[config.mk]
export PLATFORM = sky130hd
export DESIGN_NAME = gpio_port16
export DESIGN_NICKNAME = d
export VERILOG_FILES = /design/src/rtl/gpio_pkg.sv /design/src/rtl/gpio_ctrl.sv /design/src/rtl/gpio_insync.sv /design/src/rtl/gpio_rdmux.sv /design/src/rtl/gpio_port16.sv
export SDC_FILE = /design/constraint.sdc
export NUM_CORES = 1
export LEC_CHECK = 0
export BUFFER_PORTS_ARGS = -buffer_cell sky130_fd_sc_hd__buf_4
export CORE_MARGIN = 2
export CORE_UTILIZATION = 54
export DETAILED_ROUTE_END_ITERATION = 6
export PLACE_DENSITY = 0.87
export SLEW_MARGIN = 10
export SYNTH_ARGS = -nofsm -noshare
export SYNTH_HDL_FRONTEND = slang
export SYNTH_SLANG_ARGS = --single-unit
[constraint.sdc]
create_clock -name clk -period 2.7 [get_ports clk]
set_input_delay 0.27 -clock clk [delete_from_list [all_inputs] [get_ports clk]]
set_output_delay 0.27 -clock clk [all_outputs]
set_load 0.02 [all_outputs]
[src/rtl/gpio_pkg.sv]
// Shared definitions for the GPIO port: register word indices and bus sizes.
// Assumes a 32-bit register bus with byte strobes.
package gpio_pkg;
    localparam int BUS_W = 32;
    localparam int BE_W  = BUS_W / 8;

    typedef enum logic [2:0] {
        RI_DIR = 3'd0,
        RI_OUT = 3'd1,
        RI_SET = 3'd2,
        RI_CLR = 3'd3,
        RI_TGL = 3'd4,
        RI_IN  = 3'd5
    } reg_idx_e;
endpackage

[src/rtl/gpio_ctrl.sv]
// Direction and output-data state, with set/clear/toggle alias updates.
// Assumes wr_en is already qualified by a valid address, and that
// bit_en is the byte strobes expanded to one enable per pin.
module gpio_ctrl
    import gpio_pkg::*;
#(
    parameter int NPINS = 16
) (
    input  logic             clk,
    input  logic             rst_n,
    input  logic             wr_en,
    input  reg_idx_e         idx,
    input  logic [NPINS-1:0] wbits,
    input  logic [NPINS-1:0] bit_en,
    output logic [NPINS-1:0] dir_q,
    output logic [NPINS-1:0] out_q
);
    logic [NPINS-1:0] hit_mask;

    // Bits an alias write acts on: written as 1 and inside a strobed byte.
    always_comb hit_mask = wbits & bit_en;

    // Register update for plain and alias writes.
    always_ff @(posedge clk) begin
        if (!rst_n) begin
            dir_q <= '0;
            out_q <= '0;
        end else if (wr_en) begin
            case (idx)
                RI_DIR:  dir_q <= (dir_q & ~bit_en) | (wbits & bit_en);
                RI_OUT:  out_q <= (out_q & ~bit_en) | (wbits & bit_en);
                RI_SET:  out_q <= out_q | hit_mask;
                RI_CLR:  out_q <= out_q & ~hit_mask;
                RI_TGL:  out_q <= out_q ^ hit_mask;
                default: ;
            endcase
        end
    end

    // both registers are zero in the cycle after reset.
    p_reset_clear_r1: assert property (@(posedge clk)
        !rst_n |=> (dir_q == '0) && (out_q == '0));

    // a set write raises every selected bit and leaves direction alone.
    p_set_bits_r4: assert property (@(posedge clk) disable iff (!rst_n)
        (wr_en && idx == RI_SET)
        |=> ((out_q & $past(hit_mask)) == $past(hit_mask)) && $stable(dir_q));

    // a clear write lowers every selected bit.
    p_clr_bits_r5: assert property (@(posedge clk) disable iff (!rst_n)
        (wr_en && idx == RI_CLR) |=> ((out_q & $past(hit_mask)) == '0));

    // a toggle write changes exactly the selected bits.
    p_tgl_bits_r6: assert property (@(posedge clk) disable iff (!rst_n)
        (wr_en && idx == RI_TGL) |=> ((out_q ^ $past(out_q)) == $past(hit_mask)));

    // without a valid write, no state changes.
    p_idle_hold_r7: assert property (@(posedge clk) disable iff (!rst_n)
        !wr_en |=> $stable(out_q) && $stable(dir_q));
endmodule

[src/rtl/gpio_insync.sv]
// Two-flop synchronizer that brings the asynchronous pin levels into the
// clock domain. Assumes each pin is independent (no multi-bit coherency).
module gpio_insync #(
    parameter int NPINS = 16
) (
    input  logic             clk,
    input  logic             rst_n,
    input  logic [NPINS-1:0] pin_i,
    output logic [NPINS-1:0] lvl_q
);
    logic [NPINS-1:0] meta_q;
    logic [1:0]       age_q;

    // First and second synchronizer stages.
    always_ff @(posedge clk) begin
        if (!rst_n) begin
            meta_q <= '0;
            lvl_q  <= '0;
        end else begin
            meta_q <= pin_i;
            lvl_q  <= meta_q;
        end
    end

    // Cycles since reset, saturating at 2; only gates the assertion below.
    always_ff @(posedge clk) begin
        if (!rst_n)           age_q <= '0;
        else if (age_q != 2'd2) age_q <= age_q + 2'd1;
    end

    // the synchronized level is the pin level two edges earlier.
    p_two_stage_r10: assert property (@(posedge clk) disable iff (!rst_n)
        (age_q == 2'd2) |-> (lvl_q == $past(pin_i, 2)));
endmodule

[src/rtl/gpio_rdmux.sv]
// Registered read path: selects one register and zero-extends it to the bus.
// Assumes rd_en is qualified by a valid, aligned address.
module gpio_rdmux
    import gpio_pkg::*;
#(
    parameter int NPINS = 16
) (
    input  logic             clk,
    input  logic             rst_n,
    input  logic             rd_req,
    input  logic             rd_en,
    input  reg_idx_e         idx,
    input  logic [NPINS-1:0] dir_q,
    input  logic [NPINS-1:0] out_q,
    input  logic [NPINS-1:0] lvl_q,
    output logic             rsp_valid,
    output logic [BUS_W-1:0] rsp_rdata
);
    logic [NPINS-1:0] pick;

    // Select the readable register; alias and unmapped words read zero.
    always_comb begin
        pick = '0;
        if (rd_en) begin
            case (idx)
                RI_DIR:  pick = dir_q;
                RI_OUT:  pick = out_q;
                RI_IN:   pick = lvl_q;
                default: pick = '0;
            endcase
        end
    end

    // Capture the response one cycle after the request.
    always_ff @(posedge clk) begin
        if (!rst_n) begin
            rsp_valid <= 1'b0;
            rsp_rdata <= '0;
        end else begin
            rsp_valid <= rd_req;
            rsp_rdata <= rd_req ? {{(BUS_W-NPINS){1'b0}}, pick} : '0;
        end
    end

    // the upper half of every response is zero.
    p_upper_zero_r8: assert property (@(posedge clk) disable iff (!rst_n)
        rsp_valid |-> (rsp_rdata[BUS_W-1:NPINS] == '0));

    // reads of alias words return zero.
    p_alias_rd_zero_r7: assert property (@(posedge clk) disable iff (!rst_n)
        (rd_req && (idx == RI_SET || idx == RI_CLR || idx == RI_TGL))
        |=> (rsp_rdata == '0));

    // the response strobe follows the request by one cycle.
    p_rsp_timing_r11: assert property (@(posedge clk) disable iff (!rst_n)
        rd_req |=> rsp_valid);
endmodule

[src/rtl/gpio_port16.sv]
// Top of the GPIO port: decodes the register bus, expands byte strobes to
// pin enables, and ties the control, synchronizer and read path together.
// Assumes one access per cycle and NPINS <= 16 (pins fit in strobes 0..1).
module gpio_port16
    import gpio_pkg::*;
#(
    parameter int NPINS = 16,
    parameter int AW    = 8
) (
    input  logic             clk,
    input  logic             rst_n,
    input  logic             bus_req,
    input  logic             bus_we,
    input  logic [AW-1:0]    bus_addr,
    input  logic [BUS_W-1:0] bus_wdata,
    input  logic [BE_W-1:0]  bus_be,
    output logic             rsp_valid,
    output logic [BUS_W-1:0] rsp_rdata,
    input  logic [NPINS-1:0] pin_i,
    output logic [NPINS-1:0] pin_o,
    output logic [NPINS-1:0] pin_oe
);
    localparam int IDX_LO = 2;
    localparam int IDX_HI = IDX_LO + 2;

    reg_idx_e         idx;
    logic             addr_ok;
    logic             wr_en;
    logic             rd_req;
    logic             rd_en;
    logic [NPINS-1:0] bit_en;
    logic [NPINS-1:0] dir_q;
    logic [NPINS-1:0] out_q;
    logic [NPINS-1:0] lvl_q;

    // Address decode: aligned, in range and a defined word index.
    always_comb begin
        idx     = reg_idx_e'(bus_addr[IDX_HI:IDX_LO]);
        addr_ok = (bus_addr[1:0] == 2'b00)
               && (bus_addr[AW-1:IDX_HI+1] == '0)
               && (bus_addr[IDX_HI:IDX_LO] <= 3'(RI_IN));
        wr_en   = bus_req && bus_we && addr_ok;
        rd_req  = bus_req && !bus_we;
        rd_en   = rd_req && addr_ok;
    end

    // One enable per pin from the strobe of the byte it lives in.
    for (genvar b = 0; b < NPINS; b++) begin : g_bit_en
        assign bit_en[b] = bus_be[b / 8];
    end

    gpio_ctrl #(.NPINS(NPINS)) u_ctrl (
        .clk    (clk),
        .rst_n  (rst_n),
        .wr_en  (wr_en),
        .idx    (idx),
        .wbits  (bus_wdata[NPINS-1:0]),
        .bit_en (bit_en),
        .dir_q  (dir_q),
        .out_q  (out_q)
    );

    gpio_insync #(.NPINS(NPINS)) u_sync (
        .clk   (clk),
        .rst_n (rst_n),
        .pin_i (pin_i),
        .lvl_q (lvl_q)
    );

    gpio_rdmux #(.NPINS(NPINS)) u_rd (
        .clk       (clk),
        .rst_n     (rst_n),
        .rd_req    (rd_req),
        .rd_en     (rd_en),
        .idx       (idx),
        .dir_q     (dir_q),
        .out_q     (out_q),
        .lvl_q     (lvl_q),
        .rsp_valid (rsp_valid),
        .rsp_rdata (rsp_rdata)
    );

    assign pin_o  = out_q;
    assign pin_oe = dir_q;

    // direction register follows a strobed write of word 0.
    p_dir_write_r2: assert property (@(posedge clk) disable iff (!rst_n)
        (wr_en && idx == RI_DIR && bus_be[0])
        |=> (pin_oe[7:0] == $past(bus_wdata[7:0])));

    // a write with no low strobes leaves the low pins untouched.
    p_strobe_gate_r9: assert property (@(posedge clk) disable iff (!rst_n)
        (bus_req && bus_we && bus_be[1:0] == 2'b00)
        |=> $stable(pin_o) && $stable(pin_oe));
endmodule

==> out/qor.csv, run 1 <==
metric,value,unit
most frequent cells in the layout,"buf_4 (102), dfxtp_1 (81), and2_1 (48), nor2_1 (36), o21ai_0 (18)",
HP Class,in2reg,
Initial DRC Count,132,
Fill cells,535,
layout cell share with drive strength beyond 1,0.269,
simple-gate portion of the synthesized area,0.167,
sequential area share after synthesis,0.439,
r2r endpoint,u_ctrl.out_q[0],
"Design Area, Final",4570,um^2
Max-Cap Viols,0,
Hold Slack,0.103,ns
Longest Clk Path Bufs,2,
outcome,"finished, final reports clean",
final setup fails,0,
cell type with the largest total area after synthesis,dfxtp_1,
IO Pins,129,
post_cts resized,0,
nets,565,
I/O Buffers,94,
total number of vias,3046,
ANT cells,0,
GR Overflow Total,0,
Syn Area/Cell,9.29,um^2
area growth from synthesis to final layout,23.9,%
first-pass GRT wire length,13.9,mm
fmax,535,MHz
start-to-end type of the worst setup path,in2reg,
RSZ-0062 raised after global routing,false,
cell count after synthesis,397,
Antenna Violating Nets Remaining,0,
max_slew headroom,0.530,
CTS root buf,clkbuf_8,
Worst EP required,2.98,ns
largest net degree at the start of global routing,65,
cells on worst reg2reg path,4,
Psw,0.000555,W
first-pass detailed-route iteration total,5,
Setup crit start kind,primary input,
Clock Pin Slew Worst Setup and Hold Paths,0.08,ns
"most common cell after layout, fill and taps aside",buf_4,
FF-to-FF Start,u_ctrl.out_q[0],
Num CTS Buffers,9,
Final period util,0.692,
WL per Instance,15.3,um
htree depth,3,
placed insts,554,
initial antenna violation count,0,
CTS tree,done,
crit path launch,bus_addr[4],
Initial Util,0.549,
Setup Skew,0.00912,ns
area of the multi-input gates,1840,um^2
Least-Margin Pin Slew,0.704,ns
setup slack on the worst flop-to-flop path,1.60,ns
Synth cell types,30,
clk sinks,81,
cell area after synthesis,3690,um^2
post-detail-place hpwl,5.79,mm
Final min period,1.87,ns
sequential share of power,0.532,
worst-path maximum fanout,24,
Fin. Hold Viols,0,
Yosys top cell area share,0.439,
Ys Warns,0,
internal power consumption,0.00174,W
hold buffer count at cts,0,
setup TNS,0,ns
"top cells by area, synth","dfxtp_1 (44%), and2_1 (8.1%), ha_1 (5.4%)",
"Slew Viols, Final",0,
clock network fraction of total power,0.374,
Seq. cell area,1620,um^2
Post-Synth XOR/XNOR Area,0,
core area,6720,um^2
leakage power,2.04,nW
crit end category,flip-flop,
CP arrival,2.14,ns
placement row count,30,
mux share of post-synthesis cell area,0.0922,
clk_lat worst skew,0.35,ns
routability cong.,0.767,
post-synthesis compound-gate area fraction,0.168,
Comb pwr share,0.094,
All-Layer GR Usage,0.238,
Power per Cell Area,502,nW/um^2
routed vias/inst,5.34,
Max rail drop VDD,0.351,mV
die boundary width,86.7,um
DRC Markers,0,
routed wire length,8.73,mm
fin cells,570,
placed inst area,4380,um^2
Net Sw Frac,0.242,
number of post-CTS setup repair buffers,0,
Synth Register Bits,81,
number of global-route vias before repair,2990,
largest family of logic cells by synthesized area,compound AO/OA/AOI/OAI gates,
Die ar.,7510,um^2
Synth Area in Adders,0.0543,
last element of the critical path,u_ctrl.out_q[12],
Die H,86.7,um
==> through the flow <==
| stage | worst slack (ns) | total power (W) | utilization |
|---|---|---|---|
| floorplan | 1.03 | 0.00139 | - |
| global placement | 0.604 | 0.00146 | 0.653 |
| detailed placement | 0.579 | 0.00146 | 0.653 |
| CTS | 0.885 | 0.00232 | 0.681 |
| global route | 0.678 | 0.00240 | 0.681 |
| finish | 0.831 | 0.00230 | 0.681 |
==> worst min path at each step <==
| stage | start | end | slack, ns | cells after the start |
|---|---|---|---|---|
| final | bus_we | u_rd.rsp_valid | 0.10 | 2 |
| after global routing | bus_we | u_rd.rsp_valid | 0.09 | 2 |
| after detailed placement | u_sync.meta_q[14] | u_sync.lvl_q[14] | 0.42 | 1 |
| after floorplan | bus_we | u_rd.rsp_valid | 0.35 | 1 |
| after global placement | u_sync.meta_q[9] | u_sync.lvl_q[9] | 0.41 | 1 |
| after CTS | bus_we | u_rd.rsp_valid | 0.1 | 2 |
==> kinds of logic (layout without fill, tap and decap cells) <==
| family | Yosys count | after routing |
|---|---|---|
| AOI/OAI and AO/OA | 99 | 99 |
| and+or+nand+nor | 112 | 112 |
| buffers and inverters | 56 | 134 |
| DFF | 81 | 81 |
| muxes | 32 | 32 |
| other | 1 | 16 |
| adders and majority gates | 16 | 16 |
==> cell usage after synthesis, drive strengths merged <==
master / number
inv: 16
dfxtp: 81
a22oi: 16
a21boi: 16
o21ai: 32
mux2: 16
nor2: 36
ha: 16
a31oi: 16
nor4bb: 1
nor4: 1
conb: 1
and2: 48
nand4: 3
nand2: 2
and3b: 1
clkbuf: 17
a21oi: 17
nor2b: 16
mux2i: 16
o21bai: 1
or3b: 1
buf: 23
or4: 1
nand2b: 2
a2111oi: 1
==> worst max-delay path: stages <==
cell and delay, ns:
buf_4 0.31, and3b_1 0.46, a21oi_1 0.52, buf_4 0.27
o21ai_0 0.13, a31oi_1 0.17
==> cell type report <==
type	count	share of cell area
Clock buffer	12	0.0295
Inverter	16	0.0131
Timing Repair Buffer	102	0.167
Tap cell	80	0.0219
Multi-Input combinational cell	275	0.402
Clock inverter	4	0.0118
Sequential cell	81	0.355
==> metal layers <==
| metal | share of wire | wire [um] | up-vias | global-route usage |
|---|---|---|---|---|
| li1 | - | - | 1507 | - |
| met1 | 0.43 | 3760 | 1430 | 0.283 |
| met2 | 0.49 | 4320 | 93 | 0.408 |
| met3 | 0.055 | 476 | 16 | 0.0533 |
| met4 | 0.020 | 174 | 0 | 0.111 |
| met5 | 0 | 0 | - | 0 |
==> power groups by stage <==
stage	clock, W	combinational (W)	sequential, W
final	0.000859	0.000215	0.00122
after global routing	0.000933	0.000238	0.00123
after CTS	0.000878	0.000214	0.00122
after detailed placement	0	0.000213	0.00125
after global placement	0	0.000206	0.00125
after floorplan	0	0.000139	0.00125
No activity file was read; power rests on OpenSTA's default activity.
==> run 2, diff against run 1 <==
- CORE_UTILIZATION: 54 -> 50
- PLACE_DENSITY: 0.87 -> 0.82
- clock period: 2.7 -> 1.89 ns (I/O delays scaled with it)
==> run 2 against run 1 <==
Compared with the run above: global-route usage fell by 1.9 points; highest routed layer unchanged; first-iteration DRC count rose by 7.6%; clock-buffer cell count fell by 1; flip-flop and latch count did not move; via count rose by 0.43%; clock skew fell by 0.0056 ns; critical path depth did not move; final cell count rose by 4.0%; combinational power rose by 44%; register-to-register slack got worse by 0.79 ns; cell area rose by 1.5%; power rose by 41%.
==> out/qor.csv, run 2 (synthesis gave the netlist of run 1 again) <==
metric,value,unit
clk_lat worst skew,0.35,ns
crit end category,flip-flop,
fmax,698,MHz
most frequent cells in the layout,"buf_4 (105), dfxtp_1 (81), and2_1 (48), nor2_1 (36), o21ai_0 (18)",
fin cells,593,
number of post-CTS setup repair buffers,0,
start-to-end type of the worst setup path,in2reg,
Die ar.,8080,um^2
Hold EP,u_rd.rsp_valid,
clk sinks,81,
All-Layer GR Usage,0.219,
core area,7210,um^2
"most common cell after layout, fill and taps aside",buf_4,
cells on worst reg2reg path,4,
placed inst area,4450,um^2
htree depth,3,
max_slew headroom,0.609,
initial antenna violation count,0,
WL per Instance,14.5,um
FF-to-FF Start,u_ctrl.out_q[14],
worst-path maximum fanout,32,
total number of vias,3059,
RSZ-0062 raised after global routing,false,
placed insts,577,
area of the multi-input gates,1840,um^2
final setup fails,0,
Clock Pin Slew Worst Setup and Hold Paths,0.08,ns
first-pass GRT wire length,14.5,mm
first-pass detailed-route iteration total,4,
routed vias/inst,5.16,
CTS tree,done,
Max rail drop VDD,0.497,mV
HP Class,in2reg,
routed wire length,8.58,mm
Fin. Hold Viols,0,
Final period util,0.758,
Least-Margin Pin Slew,0.586,ns
"Slew Viols, Final",0,
Max-Cap Viols,0,
leakage power,2.07,nW
Final min period,1.43,ns
Power per Cell Area,699,nW/um^2
routability cong.,0.841,
Fill cells,622,
ANT cells,0,
Hold Slack,0.0212,ns
r2r endpoint,u_ctrl.out_q[14],
Longest Clk Path Bufs,2,
layout cell share with drive strength beyond 1,0.281,
Num CTS Buffers,9,
crit path launch,bus_addr[0],
placement row count,31,
hold_sp,bus_we,
largest net degree at the start of global routing,36,
Worst EP required,2.17,ns
DRC Markers,0,
"Design Area, Final",4640,um^2
setup TNS,0,ns
GR Overflow Total,0,
setup slack on the worst flop-to-flop path,0.81,ns
Setup Skew,0.00353,ns
buffers plus inverters on the worst setup path,2,
Antenna Violating Nets Remaining,0,
IO Pins,129,
"Power, Total",0.00324,W
area growth from synthesis to final layout,25.8,%
die boundary width,89.9,um
outcome,"finished, final reports clean",
slowest CP cell,or4_1,
hold buffer count at cts,0,
CTS root buf,clkbuf_8,
Die H,89.9,um
number of global-route vias before repair,3086,
nets,569,
post_cts resized,0,
crit-path cells,"buf_4, or4_1, a2111oi_4, buf_12, o21ai_0, a31oi_1",
Seq. cell area,1620,um^2
Setup crit start kind,primary input,
Max stage delay on crit path,0.58,ns
Initial Util,0.511,
hold depth,2,
I/O Buffers,94,
post-detail-place hpwl,6.03,mm
CP arrival,1.72,ns
Top delay family on crit path,compound AO/OA/AOI/OAI gates,
Initial DRC Count,142,
==> run 2: changes by cell type in the layout (fill, tap and decap cells not counted), sizes merged <==
cell	before	now
clkinvlp	2	1
bufinv	1	0
clkinv	1	3
buf	102	106
inv	16	17
clkbuf	12	11
==> run 2: how the worst max path moves through the flow <==
stage	end	slack (ns)	cells after the start
finish	u_ctrl.out_q[15]	0.46	6
CTS	u_ctrl.out_q[3]	0.46	6
floorplan	u_ctrl.out_q[10]	0.30	4
detailed placement	u_ctrl.out_q[3]	0.09	6
global route	u_ctrl.out_q[8]	0.27	6
global placement	u_ctrl.out_q[15]	0.14	6
==> run 2: final cells by class <==
class | instances | area share
inverters | 16 | 0.0129
multi-input cells | 275 | 0.396
clock inverters | 5 | 0.00836
flip-flops and latches | 81 | 0.349
well taps | 99 | 0.0267
repair buffers | 106 | 0.174
clock buffers | 11 | 0.0326
==> run 2: metal layers <==
layer,GRT usage,part of all wire,wire length [um],up-vias
met5,0,0,0,-
met4,0.0897,0.019,167,0
met3,0.0478,0.059,509,13
met2,0.367,0.49,4170,90
met1,0.273,0.43,3730,1443
li1,-,-,-,1513
==> run 2: metrics by stage <==
step,setup slack (ns),utilization
3_5_place_dp,0.0904,0.617
2_1_floorplan,0.299,-
3_3_place_gp,0.138,0.617
4_1_cts,0.461,0.643
6_report,0.457,0.643
5_1_grt,0.269,0.643
==> run 2: report_power, final <==
group,internal (W),switching [W],leakage [nW]
clock network,0.000556,0.000631,0.0959
logic,0.000140,0.000170,1.32
registers,0.00174,0.00000838,0.659
total,0.00243,0.000810,2.07
==> run 3, diff against run 2 <==
- ABC_AREA: unset -> 1
- CORE_UTILIZATION: 50 -> 51
- clock period: 1.89 -> 1.4 ns (I/O delays scaled with it)
==> run 3 against run 2 <==
Compared with the run above: power rose by 51%; via count rose by 24%; critical path depth did not move; largest power group unchanged; clock skew rose by 0.0096 ns; sequential power rose by 35%; worst hold slack improved by 0.020 ns; final cell count rose by 31%.
==> out/qor.csv, run 3 <==
metric,value,unit
outcome,"finished, final reports clean",
most frequent cells in the layout,"nand2_1 (143), buf_4 (107), inv_1 (97), dfxtp_1 (81), nor2_1 (49)",
I/O Buffers,94,
CTS tree,done,
first-pass GRT wire length,15.4,mm
RSZ-0062 raised after global routing,false,
"most common cell after layout, fill and taps aside",nand2_1,
CP arrival,1.47,ns
die boundary width,92.4,um
layout cell share with drive strength beyond 1,0.210,
Die ar.,8530,um^2
Fill cells,632,
Initial DRC Count,379,
area growth from synthesis to final layout,30.7,%
"Slew Viols, Final",0,
Longest Clk Path Bufs,2,
IO Pins,129,
sequential area share after synthesis,0.407,
Max-Cap Viols,0,
Syn Area/Cell,7.12,um^2
clk sinks,81,
number of global-route vias before repair,3248,
htree depth,3,
DRC Markers,0,
worst-path maximum fanout,5,
placed inst area,4790,um^2
cell count after synthesis,559,
"EDFF count, synth",0,
"top cells by area, synth","dfxtp_1 (41%), nand2_1 (13%), inv_1 (9.1%)",
Setup Skew,0.0131,ns
crit end category,flip-flop,
Final min period,1.18,ns
routed vias/inst,4.88,
CTS root buf,clkbuf_8,
leakage power,2.59,nW
Setup crit start kind,flip-flop,
routability cong.,0.870,
cell type with the largest total area after synthesis,dfxtp_1,
fin cells,778,
Antenna Violating Nets Remaining,0,
first-pass detailed-route iteration total,5,
Seq. cell area,1620,um^2
post_cts resized,0,
number of post-CTS setup repair buffers,0,
Worst EP required,1.69,ns
Clock Pin Slew Worst Setup and Hold Paths,0.08,ns
Initial Util,0.521,
setup TNS,0,ns
placement row count,32,
clk_lat worst skew,0.35,ns
initial antenna violation count,0,
core area,7650,um^2
Synth Register Bits,81,
cell area after synthesis,3980,um^2
most common cell in the netlist,nand2_1,
"Design Area, Final",5210,um^2
Yosys top cell area share,0.407,
nets,751,
Commonest cells post-synth,"nand2_1 (143), inv_1 (97), dfxtp_1 (81)",
async set-or-reset flop fraction in the synthesized netlist,0,
start-to-end type of the worst setup path,reg2reg,
GR Overflow Total,0,
Fin. Hold Viols,0,
ANT cells,0,
Final period util,0.841,
fmax,849,MHz
Ys Warns,0,
Synth Flop Type,dfxtp_1,
HP Class,in2reg,
Power per Cell Area,943,nW/um^2
Die H,92.4,um
Num CTS Buffers,9,
total number of vias,3793,
Synth cell types,26,
Max rail drop VDD,0.564,mV
placed insts,745,
WL per Instance,12.4,um
largest net degree at the start of global routing,49,
area of the multi-input gates,1770,um^2
routed wire length,9.66,mm
post-detail-place hpwl,6.98,mm
All-Layer GR Usage,0.229,
final setup fails,0,
## run 3: cell types whose count changed in the layout (fill, tap and decap cells not counted), sizes merged, moves of 16 or more
| cell | previous run | this run |
|---|---|---|
| mux2i | 16 | 0 |
| mux2 | 16 | 0 |
| o21ai | 32 | 16 |
| inv | 17 | 100 |
| nand3 | 0 | 21 |
| and2 | 48 | 0 |
| nand2 | 2 | 147 |
| a21boi | 16 | 0 |
| dlygate4sd3 | 0 | 17 |
| nor2b | 16 | 0 |
| nor2 | 36 | 54 |
## run 3: final cells by class
class | instances | area share
Multi-Input combinational cell | 351 | 0.340
Sequential cell | 81 | 0.311
Timing Repair Buffer | 129 | 0.206
Inverter | 99 | 0.0714
Clock buffer | 10 | 0.0245
Tap cell | 102 | 0.0245
Clock inverter | 6 | 0.0219
## run 3: worst paths after layout
check | to | cells after the start | slack (ns) | startpoint
min | flip-flop | 3 | 0.04 | bus_wdata[1]
max reg2reg | u_ctrl.out_q[8] | 6 | 0.22 | u_ctrl.out_q[8]
max | u_ctrl.out_q[8] | 6 | 0.22 | u_ctrl.out_q[8]
min reg2reg | u_sync.lvl_q[3] | 2 | 0.41 | u_sync.meta_q[3]
## run 3: report_power, final
| group | switching (W) | internal [W] | total [W] |
|---|---|---|---|
| Sequential | 0.0000142 | 0.00235 | 0.00236 |
| Clock | 0.000844 | 0.00119 | 0.00204 |
| Combinational | 0.000295 | 0.000217 | 0.000512 |
| Total | 0.00115 | 0.00376 | 0.00491 |
## run 3: metrics by stage
step / power (W) / utilization / hold slack (ns) / setup slack, ns
floorplan: 0.00272 / - / 0.223 / 0.188
global placement: 0.00287 / 0.627 / 0.321 / 0.0636
finish: 0.00491 / 0.681 / 0.0411 / 0.222
CTS: 0.00493 / 0.681 / 0.0334 / 0.236
global route: 0.00509 / 0.681 / 0.0395 / 0.115
detailed placement: 0.00289 / 0.627 / 0.324 / 0.0110
## run 3: routing by layer
metal / up-vias / share of wire / GRT usage
met2: 151 / 0.47 / 0.372
li1: 1921 / - / -
met1: 1700 / 0.45 / 0.308
met5: - / 0 / 0
met4: 0 / 0.018 / 0.0833
met3: 21 / 0.069 / 0.0391
## run 3: cell families (layout without fill, tap and decap cells)
group / Yosys count / after routing / share of synthesized area
other: 1 / 16 / 0.000942
flip-flops: 81 / 81 / 0.407
buffers and inverters: 142 / 244 / 0.162
adder cells (fa/ha/maj): 16 / 16 / 0.0503
AND/OR/NAND/NOR: 242 / 242 / 0.265
AO/OA/AOI/OAI: 77 / 77 / 0.114
## run 3: repair_timing
| item | CTS | global route |
|---|---|---|
| endpoints found under the setup margin | 0 | 0 |
| hold buffers | 17 | 0 |
| hold endpoints to repair | 17 | 0 |
## run 3: critical path: stages, from the launching register on
cell,delay [ns]
dfxtp_1,0.42
ha_1,0.26
o21ai_0,0.20
inv_1,0.06
nand3_1,0.06
nor2_1,0.04
nor2_1,0.08
